$ cat config.mk
export PLATFORM = sky130hd
export DESIGN_NAME = tmr_interval_top
export DESIGN_NICKNAME = d
export VERILOG_FILES = /design/src/rtl/tmr_pkg.sv /design/src/rtl/tmr_prescaler.sv /design/src/rtl/tmr_count_core.sv /design/src/rtl/tmr_regs.sv /design/src/rtl/tmr_interval_top.sv
export SDC_FILE = /design/constraint.sdc
export NUM_CORES = 1
export LEC_CHECK = 0
export BUFFER_PORTS_ARGS = -buffer_cell sky130_fd_sc_hd__buf_2
export CAP_MARGIN = 10
export CORE_MARGIN = 1
export CORE_UTILIZATION = 45
export DETAILED_ROUTE_END_ITERATION = 10
export PLACE_DENSITY_LB_ADDON = 0.2
export SETUP_SLACK_MARGIN = 0.4
export SLEW_MARGIN = 20
export SYNTH_ARGS = -nofsm -noshare
export SYNTH_HDL_FRONTEND = slang
export SYNTH_SLANG_ARGS = --single-unit
$ cat constraint.sdc
create_clock -name clk -period 2.76 [get_ports clk]
set_clock_uncertainty 0.15 [all_clocks]
set_input_delay 0.414 -clock clk [delete_from_list [all_inputs] [get_ports clk]]
set_output_delay 0.414 -clock clk [all_outputs]
set_load 0.02 [all_outputs]
$ cat src/rtl/tmr_pkg.sv
package tmr_pkg;
  localparam int BUS_W = 32;

  typedef enum logic [1:0] {
    A_CFG   = 2'd0,
    A_COUNT = 2'd1,
    A_STAT  = 2'd2,
    A_IEN   = 2'd3
  } reg_addr_e;
endpackage

$ cat src/rtl/tmr_prescaler.sv
module tmr_prescaler #(
  parameter int CLKS_PER_TICK = 10000
) (
  input  logic clk,
  input  logic rst,
  input  logic run,
  input  logic restart,
  output logic tick_o
);
  localparam int PW = (CLKS_PER_TICK > 1) ? $clog2(CLKS_PER_TICK) : 1;
  localparam logic [PW-1:0] LAST = PW'(CLKS_PER_TICK - 1);

  logic [PW-1:0] phase_q;

  always_ff @(posedge clk) begin
    if (rst || restart || !run) phase_q <= '0;
    else if (phase_q == LAST)   phase_q <= '0;
    else                        phase_q <= phase_q + 1'b1;
  end

  assign tick_o = run && !restart && (phase_q == LAST);

  // phase never leaves the divide range
  p_phase_bound_r3: assert property (@(posedge clk) disable iff (rst)
    phase_q <= LAST);

  // a restart makes the next tick a full period away
  p_restart_clears_r3: assert property (@(posedge clk) disable iff (rst)
    restart |=> (phase_q == '0));
endmodule

$ cat src/rtl/tmr_count_core.sv
module tmr_count_core #(
  parameter int CNT_W = 16
) (
  input  logic             clk,
  input  logic             rst,
  input  logic             load,
  input  logic [CNT_W-1:0] load_val,
  input  logic             tick,
  output logic [CNT_W-1:0] count_o,
  output logic             wrap_o
);
  logic [CNT_W-1:0] count_q;

  always_ff @(posedge clk) begin
    if (rst)       count_q <= '1;
    else if (load) count_q <= load_val;
    else if (tick) count_q <= count_q - 1'b1;
  end

  assign count_o = count_q;
  assign wrap_o  = tick && !load && (count_q == '0);

  // load takes priority and lands on the next edge
  p_load_value_r2: assert property (@(posedge clk) disable iff (rst)
    load |=> (count_q == $past(load_val)));

  // one step down per tick above zero
  p_step_down_r3: assert property (@(posedge clk) disable iff (rst)
    (tick && !load && (count_q != '0)) |=> (count_q == CNT_W'($past(count_q) - 1'b1)));

  // zero crossing wraps to all ones
  p_wrap_ones_r4: assert property (@(posedge clk) disable iff (rst)
    (tick && !load && (count_q == '0)) |=> (count_q == '1));

  // no tick and no load keeps the count
  p_hold_r9: assert property (@(posedge clk) disable iff (rst)
    (!tick && !load) |=> $stable(count_q));
endmodule

$ cat src/rtl/tmr_regs.sv
module tmr_regs
  import tmr_pkg::*;
#(
  parameter int CNT_W = 16
) (
  input  logic             clk,
  input  logic             rst,
  input  logic             wr,
  input  logic             rd,
  input  logic [1:0]       addr,
  input  logic [BUS_W-1:0] wdata,
  input  logic [CNT_W-1:0] count_i,
  input  logic             wrap_i,
  output logic [BUS_W-1:0] rdata_o,
  output logic             irq_o,
  output logic             en_o,
  output logic             load_o,
  output logic [CNT_W-1:0] load_val_o
);
  localparam int EN_POS = CNT_W;

  logic [CNT_W-1:0] preload_q;
  logic             en_q, sts_q, ie_q, irq_q;
  logic [BUS_W-1:0] rdata_q;
  logic             cfg_wr, stat_clr, ien_wr, new_en;
  logic             sts_d, ie_d;
  logic             unused_wbits;

  assign cfg_wr   = wr && (addr == A_CFG);
  assign stat_clr = wr && (addr == A_STAT) && wdata[0];
  assign ien_wr   = wr && (addr == A_IEN);
  assign new_en   = wdata[EN_POS];
  assign unused_wbits = ^wdata[BUS_W-1:EN_POS+1];

  assign sts_d = wrap_i || (sts_q && !stat_clr);
  assign ie_d  = ien_wr ? wdata[0] : ie_q;

  always_ff @(posedge clk) begin
    if (rst) begin
      preload_q <= '1;
      en_q      <= 1'b0;
      sts_q     <= 1'b0;
      ie_q      <= 1'b0;
      irq_q     <= 1'b0;
    end else begin
      if (cfg_wr) begin
        en_q      <= new_en;
        preload_q <= (en_q && !new_en) ? '1 : wdata[CNT_W-1:0];
      end
      sts_q <= sts_d;
      ie_q  <= ie_d;
      irq_q <= sts_d && ie_d;
    end
  end

  always_ff @(posedge clk) begin
    if (rst) rdata_q <= '0;
    else if (rd) begin
      case (addr)
        A_CFG:   rdata_q <= BUS_W'({en_q, preload_q});
        A_COUNT: rdata_q <= BUS_W'(count_i);
        A_STAT:  rdata_q <= BUS_W'(sts_q);
        default: rdata_q <= BUS_W'(ie_q);
      endcase
    end
  end

  assign rdata_o    = rdata_q;
  assign irq_o      = irq_q;
  assign en_o       = en_q;
  assign load_o     = cfg_wr && new_en;
  assign load_val_o = wdata[CNT_W-1:0];

  // a wrap always leaves status set
  p_wrap_sets_r5: assert property (@(posedge clk) disable iff (rst)
    wrap_i |=> sts_q);

  // set beats a simultaneous clear
  p_set_wins_r7: assert property (@(posedge clk) disable iff (rst)
    (wrap_i && stat_clr) |=> sts_q);

  // status only falls on a write of one
  p_sticky_r6: assert property (@(posedge clk) disable iff (rst)
    (sts_q && !stat_clr) |=> sts_q);

  // interrupt line tracks status and enable
  p_irq_level_r8: assert property (@(posedge clk) disable iff (rst)
    irq_q == (sts_q && ie_q));

  // disabling a running timer restores preload to all ones
  p_disable_preload_r9: assert property (@(posedge clk) disable iff (rst)
    (cfg_wr && en_q && !new_en) |=> (preload_q == '1));

  // read data holds without a strobe
  p_rdata_hold_r12: assert property (@(posedge clk) disable iff (rst)
    !rd |=> $stable(rdata_q));
endmodule

$ cat src/rtl/tmr_interval_top.sv
module tmr_interval_top
  import tmr_pkg::*;
#(
  parameter int CNT_W         = 16,
  parameter int CLKS_PER_TICK = 10000
) (
  input  logic             clk,
  input  logic             rst,
  input  logic             bus_wr,
  input  logic             bus_rd,
  input  logic [1:0]       bus_addr,
  input  logic [BUS_W-1:0] bus_wdata,
  output logic [BUS_W-1:0] bus_rdata,
  output logic             irq
);
  logic             en, load, tick, wrap;
  logic [CNT_W-1:0] load_val, count;

  tmr_regs #(.CNT_W(CNT_W)) u_regs (
    .clk(clk), .rst(rst), .wr(bus_wr), .rd(bus_rd), .addr(bus_addr),
    .wdata(bus_wdata), .count_i(count), .wrap_i(wrap), .rdata_o(bus_rdata),
    .irq_o(irq), .en_o(en), .load_o(load), .load_val_o(load_val)
  );

  tmr_prescaler #(.CLKS_PER_TICK(CLKS_PER_TICK)) u_pre (
    .clk(clk), .rst(rst), .run(en), .restart(load), .tick_o(tick)
  );

  tmr_count_core #(.CNT_W(CNT_W)) u_core (
    .clk(clk), .rst(rst), .load(load), .load_val(load_val), .tick(tick),
    .count_o(count), .wrap_o(wrap)
  );
endmodule

Word level (Yosys, flattened, before mapping)
Index checks and enable logic that the tools add are counted.
- register bits: 82
- bits of input ports: 38
- output and inout bits: 33
- word-level logic and storage cells: 42
- $add $sub $neg: 2
- equal/unequal tests: 4
- mux-type cells: 5
- reductions and logical operators: 23
- operators by type and width (kind ; number):
    $pmux 17 s3 ; 1
    $mux 16 ; 3
    $logic_not 16->1 ; 1
    $sub 16x1->16 const B ; 1
    $add 14x1->14 const B ; 1
    $eq 14x14->1 const B ; 1
    $logic_and 1x1->1 ; 12
    $eq 2x2->1 const B ; 2
    $logic_not 1->1 ; 4
    $logic_or 1x1->1 ; 3
    $eq 2x1->1 const B ; 1
    $logic_not 2->1 ; 1
    $reduce_bool 2->1 ; 1
    $reduce_or 2->1 ; 1
    $mux 1 ; 1

Depth between registers and ports, before layout
Gate-level depths: netlist of run 1.
- depth after elaboration: 10
- mapped depth: 8
- gate-level depth less buffers: 7

Hierarchy
From an unflattened synthesis of run 1, not the netlist that was laid out.
- cells, all modules: 390
- area, all modules: 3493.4 sq um
- by module, submodules not included (module ; times used ; cells an instance ; area an instance (sq um) ; seq. area each (sq um)):
    tmr_regs ; 1 ; 213 ; 1916.8 ; 740.7
    tmr_count_core ; 1 ; 106 ; 939.7 ; 320.3
    tmr_prescaler ; 1 ; 71 ; 636.9 ; 280.3

Worst setup path after synthesis of run 1
Ideal clock, no wire load.
- kind: flip-flop to flip-flop
- start: register u_core.count_q[4], in the netlist u_core.count_o[4]
- end: register u_core.count_q[15], in the netlist u_core.count_o[15]
- library setup time: 0.126 ns
- data arrival time: 1.876 ns
- required time: 2.484 ns
- slack: 0.607 ns
- stages on the path, launching flop included: 7
- path buffers: 1
- clock period less this slack: 2.153 ns
- cell sequence: dfxtp_1 > buf_6 > or4_4 > or4_4 > nor4_1 > xnor2_1 > a21oi_1
- word-level cells in the longest chain between the ends: 3
- ends and longest elaborated chain (what ; RTL line ; RTL):
    from (decl) ; tmr_count_core.sv:12 ; logic [CNT_W-1:0] count_q;
    from (signal assigned) ; tmr_count_core.sv:16 ; else if (load) count_q <= load_val;
    from (signal assigned) ; tmr_count_core.sv:17 ; else if (tick) count_q <= count_q - 1'b1;
    $sub 16x1->16 ; tmr_count_core.sv:17 ;
    $mux 16 ; tmr_count_core.sv:17 ;
    $mux 16 ; tmr_count_core.sv:16 ;
Every way passes these cells. The select of a mux whose other input is x is not followed.
A chain may end at the register's enable or synchronous reset.

Worst setup path after layout of run 1
- start: register u_core.count_q[5], in the netlist u_core.count_o[5]
- end: register u_core.count_q[15], in the netlist u_core.count_o[15]
Same word-level chain as after synthesis.

==> key figures, run 1 <==
Setup path
  • Startpoint Class: flip-flop
  • CP Class: reg -> reg
  • Worst Path Required: 2840 ps
  • Setup crit end kind: flip-flop
  • Critical path buffers and inverters: 0
  • Top Family by Delay on Critical Path: simple AND/OR/NAND/NOR gates
  • Critical path data arrival time: between 2000 and 2500 ps
  • Crit path max fanout: 7
  • Slowest CP cell: or4_4
  • Crit path cell chain: or4_4, or4_4, nor4_1, xnor2_1, a21oi_1
  • Most used cell, CP: or4_4
  • Largest stage delay on the critical path: between 500 and 600 ps

Clock network
  • Root Buffer: clkbuf_8
  • CTS tree: yes
  • Clk buf depth: 2
  • CTS H-Tree Depth: 3
  • Post-CTS Setup Inserts: 0
  • Worst-Skew Late Latency: roughly 350 ps
  • Clock Sinks: 67
  • CTS clk-pin slew, worst paths: around 80 ps
  • CTS buffer count: 9

Placement
  • PortBufs: 40
  • Post-placement cell count: between 500 and 600
  • DP Area: around 3500 sq um
  • Final HPWL DP: between 5000 and 6000 um
  • Placer Congestion: 0.8161

Synthesis
  • Mapped Cells: a little under 400
  • Synth Flop Type: dfxtp_1
  • Post-synth ARST share: 0%
  • Cell area after synthesis: approximately 3300 sq um
  • EDFF count, synth: 0
  • Post-synthesis cell type count: 52
  • Syn_area_per_cell: between 8 and 9 sq um
  • Synthesized flop and latch total: 67
  • Synth Warn #: 0
  • Seq/Total Area, Yosys: a little over 40%

Die
  • Rows: 30
  • Core area: a little under 7000 sq um
  • Die height: around 90 um
  • Die X: ~90 um
  • Die area: between 7000 and 8000 sq um
  • Initial Utilization: 47.37%
  • Number of top-level pins: 71

Final layout
  • Nets@finish: between 400 and 500
  • Final non-filler cell total: roughly 530
  • Reg area: roughly 1300 sq um
  • Design area: 3734 sq um
  • Multi-input logic area: between 1500 and 2000 sq um
  • Share of layout cells above drive strength 1: around 22%
  • # fillers: between 600 and 700
  • P&R area growth vs syn: 13.50%
  • Diodes inserted: 0

Global routing
  • Largest net degree at the start of global routing: 24
  • Gr ovfl total: 0
  • Initial antenna violation count: 0
  • First-pass GRT wire length: 12770 um
  • Vias in the first global route: approximately 2600
  • GRT Total Usage: roughly 22%

Route
  • Drt pass-1 iters: 4
  • Average vias per placed instance: 5.338
  • Drt initial violations: 117
  • DRC errors left: 0
  • Routed WL: about 7600 um
  • Final ANT Viol Nets: 0
  • Via Count: about 2800
  • Routed len/inst: 14.34 um

Timing
  • TNS Setup: 0 ps
  • Setup repair after global routing missed its margin: yes
  • Worst-Margin Slew: 638.8 ps
  • Tmin final: 2247 ps
  • Slew Viols, Final: 0
  • Final Hold Vio Count: 0
  • Final number of setup-violating endpoints: 0
  • Crit share post-route: between 80% and 90%
  • Maximum clock frequency: about 440 MHz
  • Slew headroom: 57.31%

Power and ir drop
  • P_leak: ~0.0014 uW
  • PwrDens: around 560 nW/um^2
  • Peak supply drop: between 0.3 and 0.4 mV
  • Post-layout total power: roughly 2100 uW

Job
  • # Max-Cap Violations: 0

Run status
  • Status: finished, final reports clean

Hold path
  • HP Class: in -> reg
[final cells by class]
cell class | instances | area share, %
multi-input combinational | 294 | 47.25
clock inverter | 6 | 2.413
tap | 96 | 3.217
sequential | 67 | 35.93
timing repair buffer | 50 | 7.373
inverter | 5 | 0.5027
clock buffer | 9 | 3.318
[where the power goes]
group | total (uW) | switching [uW] | internal [uW]
Sequential | 1020 | 22.4 | 997
Clock | 894 | 388 | 506
Combinational | 189 | 120 | 69.2
Total | 2100 | 530 | 1570
[per-stage QoR]
stage / utilization [%] / hold WS, ps / setup WS, ps
final: 53.77 / 166.9 / 512.7
after global routing: 53.77 / 189.3 / 387.3
after CTS: 53.66 / 162.2 / 525.7
after detailed placement: 50.58 / 296.9 / 465.3
after global placement: 50.58 / 290.3 / 520.1
after floorplan: - / 275.9 / 607.4
[cells in the mapped netlist, types with 3 or more instances]
master / instances / area [sq um]
dfxtp_1: 67 / 1341
nor2_1: 63 / 236.5
nor3_1: 29 / 145.1
a21oi_1: 24 / 120.1
o21ai_0: 21 / 105.1
nor2b_1: 17 / 106.4
buf_4: 15 / 112.6
clkbuf_1: 15 / 56.30
mux2_2: 15 / 168.9
nand3_1: 15 / 75.07
nand2_1: 11 / 41.29
xor2_1: 10 / 87.58
nor4_1: 8 / 50.05
xnor2_1: 7 / 61.31
inv_1: 5 / 18.77
nand4_1: 5 / 31.28
and2_1: 4 / 25.02
and3_1: 4 / 25.02
nor4b_1: 4 / 35.03
and4_1: 3 / 26.28
nor3b_1: 3 / 22.52
o211ai_1: 3 / 22.52
[layout by cell type (no fill, tap or decap), types with 3 or more instances in the layout]
cell type	netlist	final
dfxtp_1	67	67
nor2_1	63	63
buf_2	2	40
nor3_1	29	29
a21oi_1	24	24
o21ai_0	21	21
nor2b_1	17	17
mux2_2	15	15
nand3_1	15	15
conb_1	1	15
nand2_1	11	11
xor2_1	10	10
buf_4	15	10
clkbuf_8	2	9
nor4_1	8	8
xnor2_1	7	7
inv_1	5	5
nand4_1	5	5
and3_1	4	4
and2_1	4	4
nor4b_1	4	4
nor3b_1	3	3
and4_1	3	3
o211ai_1	3	3
[repair_timing]
action | in CTS | in global routing
hold buffers | 0 | 0
endpoints found under the setup margin | 0 | 2
hold endpoints to repair | 0 | 0
gates resized for setup | 0 | 1
[worst reg2reg max path, delay by kind of cell (launching register included)]
kind / cells / cell delay, ps
flip-flops: 1 / 360
XOR/XNOR: 1 / 170
AO/OA/AOI/OAI: 1 / 80
AND/OR/NAND/NOR: 3 / 1370
[registers in the layout (all words and copies together) (netlist names)]
| register | flops |
|---|---|
| u_regs.rdata_o | 17 |
| u_core.count_o | 16 |
| u_regs.preload_q | 16 |
| u_pre.phase_q | 14 |
| u_regs.en_o | 1 |
| u_regs.ie_q | 1 |
| u_regs.irq_o | 1 |
| u_regs.sts_q | 1 |
[final timing paths]
| kind | startpoint | to | slack [ps] | cells past startpoint |
|---|---|---|---|---|
| worst max-delay path | u_core.count_o[5]$_SDFFE_PP1P_ | u_core.count_o[15]$_SDFFE_PP1P_ | 510 | 5 |
| worst min-delay path | bus_wdata[6] | u_core.count_o[6]$_SDFFE_PP1P_ | 170 | 3 |
| worst max register to register | u_core.count_o[5]$_SDFFE_PP1P_ | u_core.count_o[15]$_SDFFE_PP1P_ | 510 | 5 |
| worst min register to register | u_pre.phase_q[0]$_SDFF_PP0_ | u_pre.phase_q[0]$_SDFF_PP0_ | 310 | 1 |
[cell families after synthesis]
logic type / share of synthesized area (%)
XOR/XNOR: 4.526
AND/OR/NAND/NOR: 30.09
AO/OA/AOI/OAI: 9.890
buffers and inverters: 7.417
adder cells (fa/ha/maj): 0.7606
flip-flops: 40.78
other: 0.1140
multiplexers: 6.428
[routing by layer]
layer | GRT usage [%] | share of wire, % | vias up
met3 | 4.929 | 4.0 | 7
met4 | 6.259 | 1.2 | 0
met2 | 33.88 | 45 | 71
li1 | - | - | 1413
met1 | 30.41 | 50 | 1322
met5 | 0 | 0 | -
Power figures use the tool's default switching activity.
==> inputs of run 2 (changes only) <==
==> constraint.sdc (replaced) <==
create_clock -name clk -period 2.26 [get_ports clk]
set_clock_uncertainty 0.15 [all_clocks]
set_input_delay 0.339 -clock clk [delete_from_list [all_inputs] [get_ports clk]]
set_output_delay 0.339 -clock clk [all_outputs]
set_load 0.02 [all_outputs]
==> key figures, run 2 (synthesis results as in run 1) <==
Setup path
  • Crit path max fanout: 4 (-3)
  • R2r endpoint: u_core.count_o[13]$_SDFFE_PP1P_
  • Worst R2R Setup Slack: 150 ps (-360 ps)
  • Critical path data arrival time: 2180 ps (-150 ps)
  • Worst Path Required: 2330 ps (-510 ps)
  • Startpoint Class: flip-flop
  • Setup crit end kind: flip-flop
  • CP Class: reg -> reg
  • R2R depth: 5 (unchanged)
  • Worst r2r src: u_core.count_o[4]$_SDFFE_PP1P_

Hold path
  • Worst Hold Path EP: u_core.count_o[6]$_SDFFE_PP1P_
  • Hold Crit Depth: 3 (unchanged)
  • Hold_sp: bus_wdata[6]
  • HP Class: in -> reg

Final layout
  • Fin util: 59.41% (+5.6 points)
  • Diodes inserted: 0 (unchanged)
  • # fillers: 632 (-6.4%)
  • Share of layout cells above drive strength 1: 32.29% (+10 points)
  • Most common cell after layout, fill and taps aside: nor2_1
  • Nets@finish: 481 (+3.0%)
  • P&R area growth vs syn: 25.41%
  • Most frequent cells in the layout: nor2_1, dfxtp_1, buf_2
  • Max reg flops: 17 (unchanged)

Die
  • Die area: 7655 sq um (unchanged)
  • Rows: 30 (unchanged)
  • Number of top-level pins: 71 (unchanged)
  • Initial Utilization: 47.37% (unchanged)
  • Core area: 6944 sq um (unchanged)
  • Die height: 87.50 um (unchanged)
  • Die X: 87.50 um (unchanged)

Power and ir drop
  • P_leak: 0.001624 uW (+14%)
  • Peak supply drop: 0.3131 mV (-0.68%)
  • PwrDens: 624.9 nW/um^2 (+11%)
  • Post-layout total power: 2578 uW (+23%)

Global routing
  • Vias in the first global route: 2758 (+5.8%)
  • Largest net degree at the start of global routing: 23 (-4.2%)
  • Initial antenna violation count: 0 (unchanged)
  • GRT Total Usage: 22.16% (+0.28 points)
  • First-pass GRT wire length: 13050 um (+2.3%)
  • Gr ovfl total: 0 (unchanged)

Job
  • # Max-Cap Violations: 0 (unchanged)

Route
  • Drt initial violations: 122 (+4.3%)
  • Routed WL: 8197 um (+8.5%)
  • Drt pass-1 iters: 4 (unchanged)
  • Average vias per placed instance: 5.351 (+0.24%)
  • Via Count: 2900 (+3.1%)
  • Routed len/inst: 15.12 um (+5.5%)
  • Final ANT Viol Nets: 0 (unchanged)
  • DRC errors left: 0 (unchanged)

Timing
  • Setup repair after global routing missed its margin: yes
  • Crit share post-route: 93.31% (+12 points)
  • Worst-Margin Slew: 642.3 ps (+3.494 ps)
  • Tmin final: 2109 ps (-138.5 ps)
  • Slew Viols, Final: 0 (unchanged)
  • Final Hold Vio Count: 0 (unchanged)
  • Maximum clock frequency: 474.2 MHz (+6.6%)
  • Final number of setup-violating endpoints: 0 (unchanged)
  • TNS Setup: 0 ps (unchanged)
  • Slew headroom: 57.08% (-0.23 points)

Run status
  • Status: finished, final reports clean

Placement
  • Final HPWL DP: 5499 um (+1.9%)
  • Placer Congestion: 0.8357 (+2.4%)
  • PortBufs: 40 (unchanged)

Clock network
  • Root Buffer: clkbuf_8
  • Clk buf depth: 2 (unchanged)
  • Worst-Skew Late Latency: 350 ps (about the same)
  • CTS buffer count: 9 (unchanged)
  • CTS Hold Bufs: 0 (unchanged)
  • Clock Sinks: 67 (unchanged)
  • CTS tree: yes
  • CTS H-Tree Depth: 3 (unchanged)
  • CTS clk-pin slew, worst paths: 70 ps (about the same)
run 2: how the worst max path moves through the flow:
stage,from,depth (start not counted),endpoint
detailed placement,u_core.count_o[6]$_SDFFE_PP1P_,5,u_core.count_o[11]$_SDFFE_PP1P_
global placement,u_core.count_o[6]$_SDFFE_PP1P_,5,u_core.count_o[11]$_SDFFE_PP1P_
finish,u_core.count_o[4]$_SDFFE_PP1P_,5,u_core.count_o[13]$_SDFFE_PP1P_
global route,u_core.count_o[4]$_SDFFE_PP1P_,5,u_core.count_o[11]$_SDFFE_PP1P_
CTS,u_core.count_o[4]$_SDFFE_PP1P_,5,u_core.count_o[13]$_SDFFE_PP1P_
floorplan,u_core.count_o[4]$_SDFFE_PP1P_,6,u_core.count_o[15]$_SDFFE_PP1P_
run 2: through the flow:
stage                     instances  hold slack [ps]  worst slack, ps  cell area (sq um)
after floorplan                 403            277.6            145.0               3390
after global placement          517            292.8            163.1               3593
after detailed placement        517            298.8            134.6               3593
after CTS                       536            88.16            175.3               3920
after global routing            542            96.22            101.5               4125
final                           542            91.21            151.2               4125
run 2: final cells by class:
type / instances / area [sq um] / share of cell area (%)
sequential: 67 / 1359 / 32.94
tap: 96 / 120.1 / 2.912
multi-input combinational: 294 / 2016 / 48.86
clock buffer: 10 / 127.6 / 3.094
inverter: 5 / 18.77 / 0.4550
timing repair buffer: 64 / 395.4 / 9.584
clock inverter: 6 / 88.84 / 2.153
run 2: timing repair:
action                                  4_1_cts  5_1_grt
pin swaps                                     4       11
resized for setup                            23       34
gates cloned                                  0        1
endpoints found under the setup margin       28       29
setup buffers                                 3        5
run 2: worst max-delay path, stage by stage, from the launching register on:
cell and delay, ps:
dfxtp_2 330, or4_4 530, or4_4 490, nor4_2 260, xnor2_1 150, a21oi_1 80
run 2: power by group:
| group | internal (uW) | switching (uW) |
|---|---|---|
| sequential | 1220 | 26.7 |
| clock | 623 | 468 |
| combinational | 89.4 | 155 |
run 2: layer usage:
layer / GRT usage [%] / vias to the layer above / routed length, um
met5: 0 / - / 0
met2: 36.51 / 70 / 4034
li1: - / 1438 / -
met3: 4.171 / 14 / 370
met1: 28.48 / 1378 / 3663
met4: 8.942 / 0 / 129
